===== src/rtl/i2chm_pkg.sv =====
package i2chm_pkg;

    typedef enum logic [2:0] {
        PH_IDLE,
        PH_START,
        PH_BLO,
        PH_BHI,
        PH_PLO,
        PH_PHI,
        PH_PEND
    } phase_t;

    typedef enum logic [1:0] {
        BK_ADDR,
        BK_IADR,
        BK_WR,
        BK_RD
    } bkind_t;

    typedef struct packed {
        phase_t     ph;
        bkind_t     kind;
        logic [3:0] bitn;
        logic [7:0] sh;
        logic       drv;
        logic       rd;
        logic       last;
        logic       stop_req;
        logic [7:0] thr;
        logic       thr_full;
        logic [7:0] rhr;
        logic       rxrdy;
        logic       nack;
        logic       txcomp;
        logic       scl_oe;
        logic       sda_oe;
    } eng_t;

endpackage


===== src/rtl/i2chm_sync.sv =====
module i2chm_sync #(
    parameter int STAGES = 2
) (
    input  logic clk,
    input  logic rst_n,
    input  logic din,
    output logic dout
);
    logic [STAGES-1:0] ff_q, ff_d;

    always_comb begin
        ff_d = {ff_q[STAGES-2:0], din};
    end

    always_ff @(posedge clk or negedge rst_n) begin
        if (!rst_n) ff_q <= '1;
        else        ff_q <= ff_d;
    end

    assign dout = ff_q[STAGES-1];
endmodule


===== src/rtl/i2chm_timer.sv =====
module i2chm_timer #(
    parameter int W = 12
) (
    input  logic         clk,
    input  logic         rst_n,
    input  logic         restart,
    input  logic [W-1:0] period,
    output logic         done
);
    logic [W-1:0] cnt_q, cnt_d;

    always_comb begin
        cnt_d = cnt_q;
        if (restart)            cnt_d = period - 1'b1;
        else if (cnt_q != '0)   cnt_d = cnt_q - 1'b1;
    end

    always_ff @(posedge clk or negedge rst_n) begin
        if (!rst_n) cnt_q <= '0;
        else        cnt_q <= cnt_d;
    end

    assign done = (cnt_q == '0);
endmodule


===== src/rtl/i2c_hold_master.sv =====
module i2c_hold_master
    import i2chm_pkg::*;
#(
    parameter int DIV_W       = 12,
    parameter int SYNC_STAGES = 2
) (
    input  logic             clk,
    input  logic             rst_n,
    input  logic             cmd_start,
    input  logic             cmd_stop,
    input  logic             cfg_read,
    input  logic [6:0]       cfg_dev_addr,
    input  logic             cfg_iaddr_en,
    input  logic [7:0]       cfg_iaddr,
    input  logic [DIV_W-1:0] cfg_scl_lo,
    input  logic [DIV_W-1:0] cfg_scl_hi,
    input  logic             thr_wr,
    input  logic [7:0]       thr_data,
    output logic             sts_txrdy,
    input  logic             rhr_rd,
    output logic [7:0]       rhr_data,
    output logic             sts_rxrdy,
    output logic             sts_txcomp,
    output logic             sts_nack,
    input  logic             sts_rd,
    output logic             scl_oe,
    output logic             sda_oe,
    input  logic             sda_in
);
    eng_t q, d;
    logic sda_s;
    logic tmr_done;
    logic tmr_restart;
    logic [DIV_W-1:0] tmr_period;

    i2chm_sync #(.STAGES(SYNC_STAGES)) u_sync (
        .clk  (clk),
        .rst_n(rst_n),
        .din  (sda_in),
        .dout (sda_s)
    );

    i2chm_timer #(.W(DIV_W)) u_tmr (
        .clk    (clk),
        .rst_n  (rst_n),
        .restart(tmr_restart),
        .period (tmr_period),
        .done   (tmr_done)
    );

    // Pull decision for one bit slot: data bits of outgoing bytes follow the
    // shift MSB, the 9th slot of an incoming byte carries the acknowledge.
    function automatic logic drive_for(bkind_t k, logic [3:0] b, logic [7:0] s, logic sr);
        if (b == 4'd8) return (k == BK_RD) ? ~sr : 1'b0;
        return (k == BK_RD) ? 1'b0 : ~s[7];
    endfunction

    always_comb begin
        d = q;
        if (cmd_stop) d.stop_req = 1'b1;
        if (sts_rd)   d.nack     = 1'b0;
        if (rhr_rd)   d.rxrdy    = 1'b0;

        case (q.ph)
            PH_IDLE: begin
                if (cmd_start) begin
                    d.ph       = PH_START;
                    d.txcomp   = 1'b0;
                    d.stop_req = cmd_stop;
                    d.kind     = BK_ADDR;
                    d.rd       = cfg_read;
                    d.sh       = {cfg_dev_addr, cfg_read};
                    d.bitn     = 4'd0;
                    d.last     = 1'b0;
                end
            end
            PH_START: begin
                if (tmr_done) begin
                    d.ph  = PH_BLO;
                    d.drv = drive_for(q.kind, q.bitn, q.sh, d.stop_req);
                end
            end
            PH_BLO: begin
                if (tmr_done) d.ph = PH_BHI;
            end
            PH_BHI: begin
                if (tmr_done) begin
                    if (q.bitn != 4'd8) begin
                        d.sh   = {q.sh[6:0], sda_s};
                        d.bitn = q.bitn + 4'd1;
                        d.ph   = PH_BLO;
                        d.drv  = drive_for(q.kind, d.bitn, d.sh, d.stop_req);
                        if (d.bitn == 4'd8 && q.kind == BK_RD) d.last = d.stop_req;
                    end else begin
                        d.bitn = 4'd0;
                        if (q.kind == BK_RD) begin
                            d.rhr   = q.sh;
                            d.rxrdy = 1'b1;
                            if (q.last) begin
                                d.ph = PH_PLO;
                            end else begin
                                d.ph  = PH_BLO;
                                d.drv = 1'b0;
                            end
                        end else if (sda_s) begin
                            d.nack = 1'b1;
                            d.ph   = PH_PLO;
                        end else if (q.kind == BK_ADDR && q.rd) begin
                            d.kind = BK_RD;
                            d.ph   = PH_BLO;
                            d.drv  = 1'b0;
                        end else if (q.kind == BK_ADDR && cfg_iaddr_en) begin
                            d.kind = BK_IADR;
                            d.sh   = cfg_iaddr;
                            d.ph   = PH_BLO;
                            d.drv  = ~cfg_iaddr[7];
                        end else if (q.thr_full) begin
                            d.kind     = BK_WR;
                            d.sh       = q.thr;
                            d.thr_full = 1'b0;
                            d.ph       = PH_BLO;
                            d.drv      = ~q.thr[7];
                        end else begin
                            d.ph = PH_PLO;
                        end
                    end
                end
            end
            PH_PLO: begin
                if (tmr_done) d.ph = PH_PHI;
            end
            PH_PHI: begin
                if (tmr_done) d.ph = PH_PEND;
            end
            PH_PEND: begin
                if (tmr_done) begin
                    d.ph     = PH_IDLE;
                    d.txcomp = 1'b1;
                end
            end
            default: d.ph = PH_IDLE;
        endcase

        if (thr_wr) begin
            d.thr      = thr_data;
            d.thr_full = 1'b1;
        end

        d.scl_oe = (d.ph == PH_BLO) || (d.ph == PH_PLO);
        // SDA follows the phase one cycle late, so it moves only after SCL fell.
        case (q.ph)
            PH_START, PH_PLO, PH_PHI: d.sda_oe = 1'b1;
            PH_BLO, PH_BHI:           d.sda_oe = q.drv;
            default:                  d.sda_oe = 1'b0;
        endcase
    end

    assign tmr_restart = (d.ph != q.ph);
    assign tmr_period  = ((d.ph == PH_BLO) || (d.ph == PH_PLO)) ? cfg_scl_lo : cfg_scl_hi;

    always_ff @(posedge clk or negedge rst_n) begin
        if (!rst_n) begin
            q        <= '0;
            q.ph     <= PH_IDLE;
            q.kind   <= BK_ADDR;
            q.txcomp <= 1'b1;
        end else begin
            q <= d;
        end
    end

    assign sts_txrdy  = ~q.thr_full;
    assign sts_rxrdy  = q.rxrdy;
    assign rhr_data   = q.rhr;
    assign sts_txcomp = q.txcomp;
    assign sts_nack   = q.nack;
    assign scl_oe     = q.scl_oe;
    assign sda_oe     = q.sda_oe;
endmodule


===== config.mk =====
export PLATFORM = sky130hd
export DESIGN_NAME = i2c_hold_master
export DESIGN_NICKNAME = d
export VERILOG_FILES = /design/src/rtl/i2chm_pkg.sv /design/src/rtl/i2chm_sync.sv /design/src/rtl/i2chm_timer.sv /design/src/rtl/i2c_hold_master.sv
export SDC_FILE = /design/constraint.sdc
export NUM_CORES = 1
export LEC_CHECK = 0
export BUFFER_PORTS_ARGS = -buffer_cell sky130_fd_sc_hd__buf_2
export CAP_MARGIN = 20
export CORE_MARGIN = 2
export CORE_UTILIZATION = 58
export CTS_BUF_LIST = sky130_fd_sc_hd__clkbuf_2 sky130_fd_sc_hd__clkbuf_4 sky130_fd_sc_hd__clkbuf_8
export DETAILED_ROUTE_END_ITERATION = 6
export PLACE_DENSITY = 0.79
export SYNTH_ARGS = -nofsm -noshare
export SYNTH_HDL_FRONTEND = slang
export SYNTH_SLANG_ARGS = --single-unit

===== constraint.sdc =====
create_clock -name clk -period 4.51 [get_ports clk]
set_input_delay 0.902 -clock clk [delete_from_list [all_inputs] [get_ports clk]]
set_output_delay 0.902 -clock clk [all_outputs]
set_load 0.005 [all_outputs]

### Word level (Yosys, flattened, before mapping)

Index checks and enable logic that the tools add are counted.

* add/subtract/negate cells: 3
* multipliers: 0
* divide/modulo/power cells: 0
* order comparisons: 0
* equal/unequal tests: 35
* shift operators: 0
* muxes and demuxes: 72
* bitwise logic cells: 7
* reduce and logical (&&, ||, !) cells: 25

Operators by type and width (number)
* 12-bit two-way mux: 3
* 9-bit two-way mux: 4
* 1-bit two-way mux: 34
* 11-bit two-way mux: 3
* 3-bit two-way mux: 10
* 2-bit != test (second input constant): 14
* 14-bit one-hot mux with 2 select lines: 1
* 12-bit by 1-bit subtractor with 12-bit output (second input constant): 2
* 3-bit one-hot mux with 7 select lines: 1
* 7-bit AND reduction: 3
* 4-bit != test (second input constant): 5
* 18-bit two-way mux: 1
* 17-bit two-way mux: 1
* 8-bit two-way mux: 2
* 13-bit two-way mux: 1
* 3-bit equality test (second input constant): 4
* 12-bit zero test: 1
* 12-bit nonzero test: 1
* 2-bit nonzero test: 6
* 2-bit two-way mux: 5
* 5-bit two-way mux: 2
* 3-bit by 2-bit equality test with 1-bit output (second input constant): 3
* 3-bit != test (second input constant): 3
* 4-bit equality test (second input constant): 2
* 18 further kinds: 30

* bits in registers: 57
* latch bits: 0
* bits in writable memories: 0
* memory bits (read-only): 0
* input bits: 57
* output and inout bits: 14
* memories kept: 0

### Logic depth before layout (Yosys ltp)

Gate-level depths: netlist of the first run.

* depth after elaboration: 15
* mapped depth: 13
* depth with buffers taken out: 12

### Modules after synthesis

From an unflattened synthesis of the first run, not the netlist that was laid out.

* cell total of the unflattened synthesis: 337
* area, all modules: 3432.0 µm²

Modules (own cells, without submodules)
* i2c_hold_master: times used 1, cells an instance 240, area an instance 2516.2 µm², seq. area each 1077.3 µm²
* i2chm_timer: times used 1, cells an instance 95, area an instance 863.3 µm², seq. area each 300.3 µm²
* i2chm_sync: times used 1, cells an instance 2, area an instance 52.6 µm², seq. area each 52.6 µm²

### Worst setup path before layout of the first run

No wires, ideal clock.

* path kind: input to register
* start point: in cmd_start
* end point: reg u_tmr.cnt_q[8]
* arrival: 3.577 ns
* path slack: 0.867 ns
* stages: 11
* path through: or4b_2 > o21ai_0 > nor2_1 > buf_2 > buf_1 > a21oi_1 > ha_1 > nand3_2 > or3b_4 > or4_1 > nand2_1

* longest elaborated chain between the ends: 7
* elaborated cells on any way between the ends: 10

Ends and longest elaborated chain
* start, declared: RTL line i2c_hold_master.sv:9 `input logic cmd_start,`
* 17-bit two-way mux *: RTL line i2c_hold_master.sv:66 `if (cmd_start) begin`
* 3-bit one-hot mux with 7 select lines *: RTL line i2c_hold_master.sv:64 `case (q.ph)`
* 3-bit by 2-bit equality test with 1-bit output or 3-bit equality test (tied branches): RTL line i2c_hold_master.sv:159 `assign tmr_period = ((d.ph == PH_BLO) || (d.ph == PH_PLO)) ? cfg_scl_lo : cfg_scl_hi;`
* 1-bit logical OR: RTL line i2c_hold_master.sv:159
* 12-bit two-way mux: RTL line i2c_hold_master.sv:159
* 12-bit by 1-bit subtractor with 12-bit output: RTL line i2chm_timer.sv:14 `if (restart) cnt_d = period - 1'b1;`
* 12-bit two-way mux: RTL line i2chm_timer.sv:14
* end signal, assigned: RTL line i2chm_timer.sv:20 `else cnt_q <= cnt_d;`
* end, declared: RTL line i2chm_timer.sv:10 `logic [W-1:0] cnt_q, cnt_d;`

Every way passes the cells marked *; elsewhere a longest branch is shown, timed or not. The select of a mux whose other input is x is not followed.
A chain may end at the register's enable or synchronous reset.

### Final worst setup path of the first run

* start point: reg u_tmr.cnt_q[4]
* end point: reg u_tmr.cnt_q[8]

* longest elaborated chain between the ends: 8
* elaborated cells on any way between the ends: 19

Ends and longest elaborated chain
* 12-bit zero test: RTL line i2chm_timer.sv:23 `assign done = (cnt_q == '0);`
* 3-bit two-way mux, or another cell as far along: RTL line i2c_hold_master.sv:136 `if (tmr_done) begin`
* 3-bit one-hot mux with 7 select lines: RTL line i2c_hold_master.sv:64
* 3-bit by 2-bit equality test with 1-bit output or 3-bit equality test (tied branches): RTL line i2c_hold_master.sv:159
* 1-bit logical OR: RTL line i2c_hold_master.sv:159
* 12-bit two-way mux: RTL line i2c_hold_master.sv:159
* 12-bit by 1-bit subtractor with 12-bit output: RTL line i2chm_timer.sv:14
* 12-bit two-way mux: RTL line i2chm_timer.sv:14

Parallel ways exist; a longest one is shown, timed or not. The select of a mux whose other input is x is not followed.

==> out/qor.csv, run 1 <==
metric,value,unit
synth-edff-count,0,
cts_tree,built,
cp.required,4.78,ns
cts_setup_buffers,0,
slowest_delay,0.69,ns
fmax,258,MHz
dieArea,7440,µm²
wirelength,9.73,mm
pwr-share-clk,29.5,%
setup_viol,0,
numCtsBuffers,9,
syn-cell-area,3930,µm²
leakagePower,2.04,nW
power.internal,1.17,mW
cp.buffers_inverters,0,
max-slew-margin-rel,50.8,%
swShare,35.1,%
p_comb_share,33.0,%
fin_nets,575,
yosys_most_used_dff,dfrtp_1,
async_flop_share,100,%
hpwl,7.09,mm
seqPwrFrac,37.5,%
status,finished clean,
vias,3688,
final_cell_mix,"70 x buf_2, 56 x nor2_1, 54 x dfrtp_1",
grtUsageTotal,26.9,%
gp_congestion,1.01,
period_minus_slack,3.87,ns
skew,0.00783,ns
drive_gt1_share,27.9,%
boundaryPins,71,
tightest_slew,0.734,ns
ys_seq_area_share,36.4,%
cts.sinks,57,
grt_pass1_vias,3485,
drtIter0Drc,278,
cts_max_level,3,
initial_core_util,60.8,%
core.rowCount,29,
ys_ff_latch,57,
p_sw,0.634,mW
n_antenna_cell,0,
final_common_cell,buf_2,
path_cells,or4_1 -> nor3_2 -> nor2_1 -> a22oi_1 -> mux2i_1 -> nor2_1 -> a21oi_1 -> ha_1 -> nand3_2 -> or3b_4 -> or4_1 -> nand2_1,
synth_nets,517,
root_buffer,clkbuf_8,
crit_type,register to register,
portBuffers,70,
cts_hold_buf,0,
cp_max_fo,6,
clockBufferDepth,2,
drv_cap,0,
avgViaCountPerCell,6.18,
finalCritPeriodShare,85.9,%
rsz0062_at_grt,false,
ys_warn_count,0,
hp-class,register to register,
area_growth,15.0,%
worstSetupEndpointType,register,
design.core.area,6460,µm²
grt_max_degree,58,
grt.overflow.total,0,
firstDrtPassIters,5,
die_w,86.3,µm
die_h,86.3,µm
syn_inst,457,
antenna_found_initial,0,
drc_errors,0,
clk_latency,0.33,ns
cpLargestDelayFamily,simple AND/OR/NAND/NOR gates,
ir_drop,0.349,mV
slowest_stage,or4_1,
grt_pass1_wl,16.0,mm
final-max-slew-violation-count,0,
wl_per_cell,16.3,µm
fin_setup_tns,0,ns
placedCellCount,581,
crit_arrival,4.14,ns
avgSynthCellArea,8.59,µm²
power.density,400,nW/µm²
clk_pin_slew,0.07,ns
critPathLaunchType,register,
ys_types,67,
drtAntennaViolNets,0,
post_cts_resize_count,0,
instances_no_fill,597,
finalHoldViolations,0,
[path summary, 6_finish.rpt]
kind                       cells past startpoint      startpoint              to  slack [ns]
max in group asynchronous                      2           rst_n     rhr_data[4]        3.33
min reg2reg                                    0  u_sync.ff_q[0]  u_sync.ff_q[1]        0.36
max                                           12  u_tmr.cnt_q[4]  u_tmr.cnt_q[8]        0.64
min in group asynchronous                      2           rst_n           q[40]        0.70
max reg2reg                                   12  u_tmr.cnt_q[4]  u_tmr.cnt_q[8]        0.64
min                                            0  u_sync.ff_q[0]  u_sync.ff_q[1]        0.36
[power groups by stage]
stage | clock, mW | sequential [mW] | combinational [mW]
2_1_floorplan | 0 | 0.647 | 0.455
3_3_place_gp | 0 | 0.672 | 0.580
3_5_place_dp | 0 | 0.682 | 0.586
4_1_cts | 0.540 | 0.674 | 0.591
5_1_grt | 0.562 | 0.690 | 0.658
6_report | 0.533 | 0.677 | 0.596
[synthesized netlist by cell type, types with 5 or more instances]
master,instances,area (µm²)
nor2_1,56,210
o31ai_1,5,37.5
nor4_1,9,56.3
o22ai_1,5,31.3
buf_4,8,60.1
dfrtp_1,54,1350
inv_1,14,52.6
clkbuf_1,20,75.1
nand3_1,11,55.1
mux2_2,29,327
nor3_1,14,70.1
a21o_1,6,45.0
nand2_1,37,139
or4_1,5,37.5
a31oi_1,6,37.5
a21oi_1,32,160
xor2_1,5,43.8
o21ai_0,37,185
mux2i_1,17,170
[layer usage]
| metal | part of all wire (%) | vias up | GRT usage (%) | wire [µm] |
|---|---|---|---|---|
| li1 | - | 1777 | - | - |
| met3 | 7.4 | 10 | 5.81 | 719 |
| met2 | 49 | 156 | 44.7 | 4810 |
| met1 | 42 | 1745 | 35.5 | 4090 |
| met5 | 0 | - | 0 | 0 |
| met4 | 1.1 | 0 | 8.10 | 110 |
[worst reg2reg max path, stage by stage (launching register included)]
cell,delay (ns)
dfrtp_1,0.44
or4_1,0.69
nor3_2,0.24
nor2_1,0.08
a22oi_1,0.54
mux2i_1,0.27
nor2_1,0.07
a21oi_1,0.18
ha_1,0.23
nand3_2,0.11
or3b_4,0.42
or4_1,0.47
nand2_1,0.08
[registers in the layout, indices dropped and copies added, names as in the netlist]
| name | flops |
|---|---|
| u_sync.ff_q | 2 |
| sda_oe | 1 |
| rhr_data | 8 |
| sts_rxrdy | 1 |
| sts_txcomp | 1 |
| q | 30 |
| sts_nack | 1 |
| u_tmr.cnt_q | 12 |
| scl_oe | 1 |
[area by class of cell]
class | instances | area [µm²]
Sequential cell | 57 | 1430
Inverter | 14 | 52.6
Timing Repair Buffer | 83 | 448
Clock inverter | 5 | 78.8
Multi-Input combinational cell | 350 | 2270
Tap cell | 77 | 96.3
Fill cell | 514 | 1940
Clock buffer | 11 | 145
[cell families after synthesis]
| kind of cell | Yosys count | share of synthesized area (%) |
|---|---|---|
| XOR/XNOR | 9 | 2.01 |
| buffers and inverters | 50 | 5.86 |
| adder cells (fa/ha/maj) | 3 | 0.956 |
| AO/OA/AOI/OAI | 130 | 21.7 |
| multiplexers | 46 | 12.7 |
| AND/OR/NAND/NOR | 162 | 20.4 |
| flip-flops | 57 | 36.4 |
[through the flow]
stage / setup slack, ns / total power [mW] / utilization [%] / hold WS [ns] / cell area (µm²)
floorplan: 0.867 / 1.10 / - / 0.345 / 3930
global route: 0.466 / 1.91 / 69.9 / 0.359 / 4520
finish: 0.638 / 1.81 / 69.9 / 0.356 / 4520
detailed placement: 0.602 / 1.27 / 66.5 / 0.347 / 4290
CTS: 0.645 / 1.81 / 69.9 / 0.356 / 4520
global placement: 0.692 / 1.25 / 66.5 / 0.346 / 4290
Note: power is estimated with default switching activity, not from simulation.
==> run 2: changes to the inputs <==
--- a/config.mk
+++ b/config.mk
@@ -7,7 +7,6 @@
 export LEC_CHECK = 0
 export BUFFER_PORTS_ARGS = -buffer_cell sky130_fd_sc_hd__buf_2
 export CAP_MARGIN = 20
-export CORE_MARGIN = 2
 export CORE_UTILIZATION = 58
 export CTS_BUF_LIST = sky130_fd_sc_hd__clkbuf_2 sky130_fd_sc_hd__clkbuf_4 sky130_fd_sc_hd__clkbuf_8
 export DETAILED_ROUTE_END_ITERATION = 6
==> out/qor.csv, run 2 (synthesis gave the netlist of run 1 again) <==
metric,value,unit,change
critPathLaunchType,register,,
pwr-share-clk,24.9,%,-4.6 points
grt_pass1_vias,3503,,+0.52%
finalHoldViolations,0,,unchanged
drv_cap,0,,unchanged
clk_pin_slew,0.07,ns,about the same
cts_tree,built,,
hp-start,u_sync.ff_q[0],,
tightest_slew,1.01,ns,+0.274 ns
slowest_delay,0.68,ns,about the same
cpLargestDelayFamily,simple AND/OR/NAND/NOR gates,,
skew,0.00791,ns,+0.0000743 ns
clockBufferDepth,2,,unchanged
drc_errors,11,,+11
worstSetupEndpointType,register,,
path_cells,or4_1 -> nor3_2 -> nor2_1 -> a22oi_1 -> mux2i_1 -> nor2_1 -> a21oi_1 -> ha_1 -> nand3_2 -> or3b_4 -> or4_1 -> nand2_1,,
post_cts_resize_count,0,,unchanged
drtAntennaViolNets,0,,unchanged
crit_type,register to register,,
firstDrtPassIters,7,,+2
root_buffer,clkbuf_8,,
grtUsageTotal,30.0,%,+3.1 points
boundaryPins,71,,unchanged
grt_max_degree,37,,-36%
crit_arrival,4.12,ns,-0.02 ns
power.density,381,nW/µm²,-4.8%
final_cell_mix,"70 x buf_2, 56 x nor2_1, 54 x dfrtp_1",,
numCtsBuffers,9,,unchanged
portBuffers,70,,unchanged
fmax,260,MHz,+0.82%
slowest_stage,or4_1,,
cp.required,4.79,ns,about the same
regMostFlops,q,,
largest_reg_flops,30,,unchanged
seqPwrFrac,39.7,%,+2.2 points
utilization,69.3,%,-0.62 points
period_minus_slack,3.84,ns,-0.0316 ns
core.rowCount,29,,unchanged
die_w,84.3,µm,-2.3%
design.core.area,6460,µm²,unchanged
hold_path_depth,0,,unchanged
drive_gt1_share,28.0,%,+0.14 points
die_h,84.3,µm,-2.3%
hold_path_end,u_sync.ff_q[1],,
rr_startpoint,u_tmr.cnt_q[4],,
max-slew-margin-rel,32.5,%,-18 points
p_total,1.71,mW,-5.6%
violations,design-rule violations,,
r2r_slack,0.67,ns,+0.03 ns
rsz0062_at_grt,false,,
final_common_cell,buf_2,,
ir_drop,0.219,mV,-37%
cts_hold_buf,0,,unchanged
cp_max_fo,6,,unchanged
worst-r2r-cell-count,12,,unchanged
finalCritPeriodShare,85.2,%,-0.70 points
gp_congestion,0.909,,-9.9%
initial_core_util,60.8,%,unchanged
p_sw,0.642,mW,+1.3%
cp.buffers_inverters,0,,unchanged
power.internal,1.06,mW,-9.3%
drtIter0Drc,269,,-3.2%
leakagePower,2.03,nW,-0.91%
n_antenna_cell,0,,unchanged
final-max-slew-violation-count,0,,unchanged
vias,3729,,+1.1%
grt_pass1_wl,16.9,mm,+5.5%
cts_setup_buffers,0,,unchanged
avgViaCountPerCell,6.24,,+0.94%
area_growth,14.0,%,
cts_max_level,3,,unchanged
fin_nets,576,,+0.17%
setup_viol,0,,unchanged
grt.overflow.total,0,,unchanged
wirelength,10.1,mm,+3.9%
dieArea,7100,µm²,-4.6%
crit-reg2reg-capture,u_tmr.cnt_q[8],,
hp-class,register to register,,
wl_per_cell,16.9,µm,+3.8%
antenna_found_initial,0,,unchanged
status,"finished, violations left",,
swShare,37.6,%,+2.5 points
cts.sinks,57,,unchanged
p_comb_share,35.4,%,+2.4 points
clk_latency,0.33,ns,about the same
fin_setup_tns,0,ns,unchanged
hpwl,7.24,mm,+2.2%
==> run 2: final cells by class <==
| type | instances | area [µm²] |
|---|---|---|
| Multi-Input combinational cell | 350 | 2270 |
| Fill cell | 551 | 1980 |
| Sequential cell | 57 | 1430 |
| Timing Repair Buffer | 84 | 455 |
| Clock buffer | 11 | 145 |
| Tap cell | 77 | 96.3 |
| Inverter | 14 | 52.6 |
| Clock inverter | 5 | 31.3 |
==> run 2: layer usage <==
layer,vias to the layer above,wire [µm],GRT usage (%)
li1,1772,-,-
met1,1759,4210,38.7
met2,175,4970,49.7
met3,23,678,6.10
met4,0,252,11.9
met5,-,0,0
==> run 2: worst max path at each step <==
stage | endpoint | start | slack [ns] | depth (start not counted)
final | u_tmr.cnt_q[8] | u_tmr.cnt_q[4] | 0.67 | 12
after floorplan | u_tmr.cnt_q[8] | cmd_start | 0.87 | 11
after CTS | u_tmr.cnt_q[8] | u_tmr.cnt_q[4] | 0.68 | 12
after global routing | u_tmr.cnt_q[8] | u_tmr.cnt_q[4] | 0.42 | 12
after global placement | u_tmr.cnt_q[8] | cmd_start | 0.68 | 11
after detailed placement | u_tmr.cnt_q[8] | cmd_start | 0.57 | 11
==> run 2: power groups by stage <==
| stage | registers, mW | clock network (mW) | logic [mW] |
|---|---|---|---|
| 5_1_grt | 0.689 | 0.453 | 0.670 |
| 6_report | 0.677 | 0.424 | 0.604 |
| 4_1_cts | 0.674 | 0.433 | 0.597 |
| 3_3_place_gp | 0.676 | 0 | 0.579 |
| 3_5_place_dp | 0.682 | 0 | 0.592 |
| 2_1_floorplan | 0.647 | 0 | 0.455 |
==> run 2: through the flow <==
step	hold slack, ns	std cells	setup slack [ns]	cell area [µm²]
4_1_cts	0.359	598	0.683	4480
3_5_place_dp	0.349	582	0.573	4300
2_1_floorplan	0.345	457	0.867	3930
6_report	0.357	598	0.669	4480
5_1_grt	0.359	598	0.424	4480
3_3_place_gp	0.345	582	0.679	4300
==> run 3: changes to the inputs <==
--- a/config.mk
+++ b/config.mk
@@ -7,10 +7,12 @@
 export LEC_CHECK = 0
 export BUFFER_PORTS_ARGS = -buffer_cell sky130_fd_sc_hd__buf_2
 export CAP_MARGIN = 20
-export CORE_UTILIZATION = 58
+export CELL_PAD_IN_SITES_DETAIL_PLACEMENT = 0
+export CELL_PAD_IN_SITES_GLOBAL_PLACEMENT = 1
+export CORE_UTILIZATION = 43
 export CTS_BUF_LIST = sky130_fd_sc_hd__clkbuf_2 sky130_fd_sc_hd__clkbuf_4 sky130_fd_sc_hd__clkbuf_8
 export DETAILED_ROUTE_END_ITERATION = 6
-export PLACE_DENSITY = 0.79
+export PLACE_DENSITY = 0.78
 export SYNTH_ARGS = -nofsm -noshare
 export SYNTH_HDL_FRONTEND = slang
 export SYNTH_SLANG_ARGS = --single-unit
==> out/qor.csv, run 3 (synthesis gave the netlist of run 1 again) <==
metric,value,unit,change
status,finished clean,,
cts.sinks,57,,unchanged
grtUsageTotal,22.6,%,-7.4 points
hold_path_end,u_sync.ff_q[1],,
wl_per_cell,16.6,µm,-2.1%
post_cts_resize_count,0,,unchanged
cts_setup_buffers,0,,unchanged
area_growth,16.0,%,
drive_gt1_share,28.3,%,+0.28 points
crit-reg2reg-capture,u_tmr.cnt_q[8],,
hold_path_depth,0,,unchanged
fin_nets,578,,+0.35%
hp-start,u_sync.ff_q[0],,
r2r_slack,0.62,ns,-0.05 ns
design.core.area,8760,µm²,+36%
cts_max_level,3,,unchanged
critPathLaunch,u_tmr.cnt_q[4],,
numCtsBuffers,9,,unchanged
n_antenna_cell,0,,unchanged
finalHoldViolations,0,,unchanged
avgViaCountPerCell,5.83,,-6.4%
worstSetupEndpointType,register,,
drv_cap,0,,unchanged
critPathLaunchType,register,,
final_cell_mix,"70 x buf_2, 56 x nor2_1, 54 x dfrtp_1",,
cp.required,4.78,ns,about the same
portBuffers,70,,unchanged
initial_core_util,44.8,%,-16 points
path_cells,or4_1 -> nor3_2 -> nor2_1 -> a22oi_1 -> mux2i_1 -> nor2_1 -> a21oi_1 -> ha_1 -> nand3_2 -> or3b_4 -> or4_1 -> nand2_1,,
slowest_stage,or4_1,,
swShare,36.5,%,-1.1 points
rsz0062_at_grt,false,,
slowest_delay,0.68,ns,about the same
grt_pass1_vias,3700,,+5.6%
largest_reg_flops,30,,unchanged
drc_errors,0,,-11
setup_viol,0,,unchanged
seqPwrFrac,38.6,%,-1.1 points
vias,3681,,-1.3%
fmax,257,MHz,-1.2%
power.internal,1.12,mW,+5.2%
ir_drop,0.167,mV,-24%
p_sw,0.643,mW,+0.31%
finalCritPeriodShare,86.2,%,+1.1 points
cp_max_fo,6,,unchanged
dieArea,9520,µm²,+34%
cts_tree,built,,
hp-class,register to register,,
rr_startpoint,u_tmr.cnt_q[4],,
wirelength,10.4,mm,+3.3%
firstDrtPassIters,5,,-2
clockBufferDepth,2,,unchanged
period_minus_slack,3.89,ns,+0.0484 ns
p_comb_share,33.9,%,-1.5 points
boundaryPins,71,,unchanged
final_common_cell,buf_2,,
grt_pass1_wl,17.4,mm,+2.9%
worst-r2r-cell-count,12,,unchanged
fin_setup_tns,0,ns,unchanged
cp.buffers_inverters,0,,unchanged
max-slew-margin-rel,31.1,%,-1.4 points
clk_latency,0.33,ns,about the same
die_w,97.6,µm,+16%
worst_hold_slack,0.355,ns,-0.00190 ns
cts_hold_buf,0,,unchanged
hpwl,7.65,mm,+5.6%
regMostFlops,q,,
crit_arrival,4.16,ns,+0.04 ns
pwr-share-clk,27.4,%,+2.5 points
antenna_found_initial,0,,unchanged
drtAntennaViolNets,0,,unchanged
skew,0.00895,ns,+0.00104 ns
drtIter0Drc,121,,-55%
cpLargestDelayFamily,simple AND/OR/NAND/NOR gates,,
clk_pin_slew,0.07,ns,about the same
gp_congestion,0.960,,+5.6%
root_buffer,clkbuf_8,,
grt_max_degree,38,,+2.7%
final-max-slew-violation-count,0,,unchanged
core.rowCount,34,,+17%
tightest_slew,1.03,ns,+0.0211 ns
crit_type,register to register,,
grt.overflow.total,0,,unchanged
leakagePower,2.04,nW,+0.78%
power.density,387,nW/µm²,+1.6%
die_h,97.6,µm,+16%
[run 3: cell count changes in the layout (fill, tap and decap cells not counted)]
cell,change
bufinv_16,+1
clkinvlp_4,+1
clkinv_4,-1
buf_4,+2
clkinv_2,-1
[run 3: final cells by class]
type                            instances  area (µm²)
Clock buffer                           11         145
Clock inverter                          5        55.1
Fill cell                             866        4210
Inverter                               14        52.6
Multi-Input combinational cell        350        2270
Sequential cell                        57        1430
Tap cell                              108         135
Timing Repair Buffer                   86         470
[run 3: through the flow]
step	total power, mW	instances	util, %	area [µm²]	setup WS [ns]
final	1.76	631	52.0	4550	0.621
after global routing	1.87	631	52.0	4550	0.430
after CTS	1.77	631	52.0	4550	0.642
after detailed placement	1.28	615	49.7	4350	0.651
after global placement	1.27	615	49.7	4350	0.725
after floorplan	1.10	457	-	3930	0.867
[run 3: worst max-delay path by stage]
stage | end | depth (start not counted) | slack (ns)
6_report | u_tmr.cnt_q[8] | 12 | 0.62
5_1_grt | u_tmr.cnt_q[8] | 12 | 0.43
4_1_cts | u_tmr.cnt_q[8] | 12 | 0.64
3_5_place_dp | u_tmr.cnt_q[8] | 11 | 0.65
3_3_place_gp | u_tmr.cnt_q[8] | 11 | 0.72
2_1_floorplan | u_tmr.cnt_q[8] | 11 | 0.87
[run 3: power groups by stage]
stage	Combinational, mW	Clock, mW	Sequential (mW)
after floorplan	0.455	0	0.647
after global placement	0.589	0	0.682
after detailed placement	0.593	0	0.690
after CTS	0.596	0.497	0.680
after global routing	0.661	0.515	0.696
final	0.598	0.484	0.681
[run 3: metal layers]
layer  routed length, µm  global-route usage (%)
met1                4610                    27.9
met2                5020                    38.4
met3                 484                    3.53
met4                 336                    11.0
met5                   0                       0
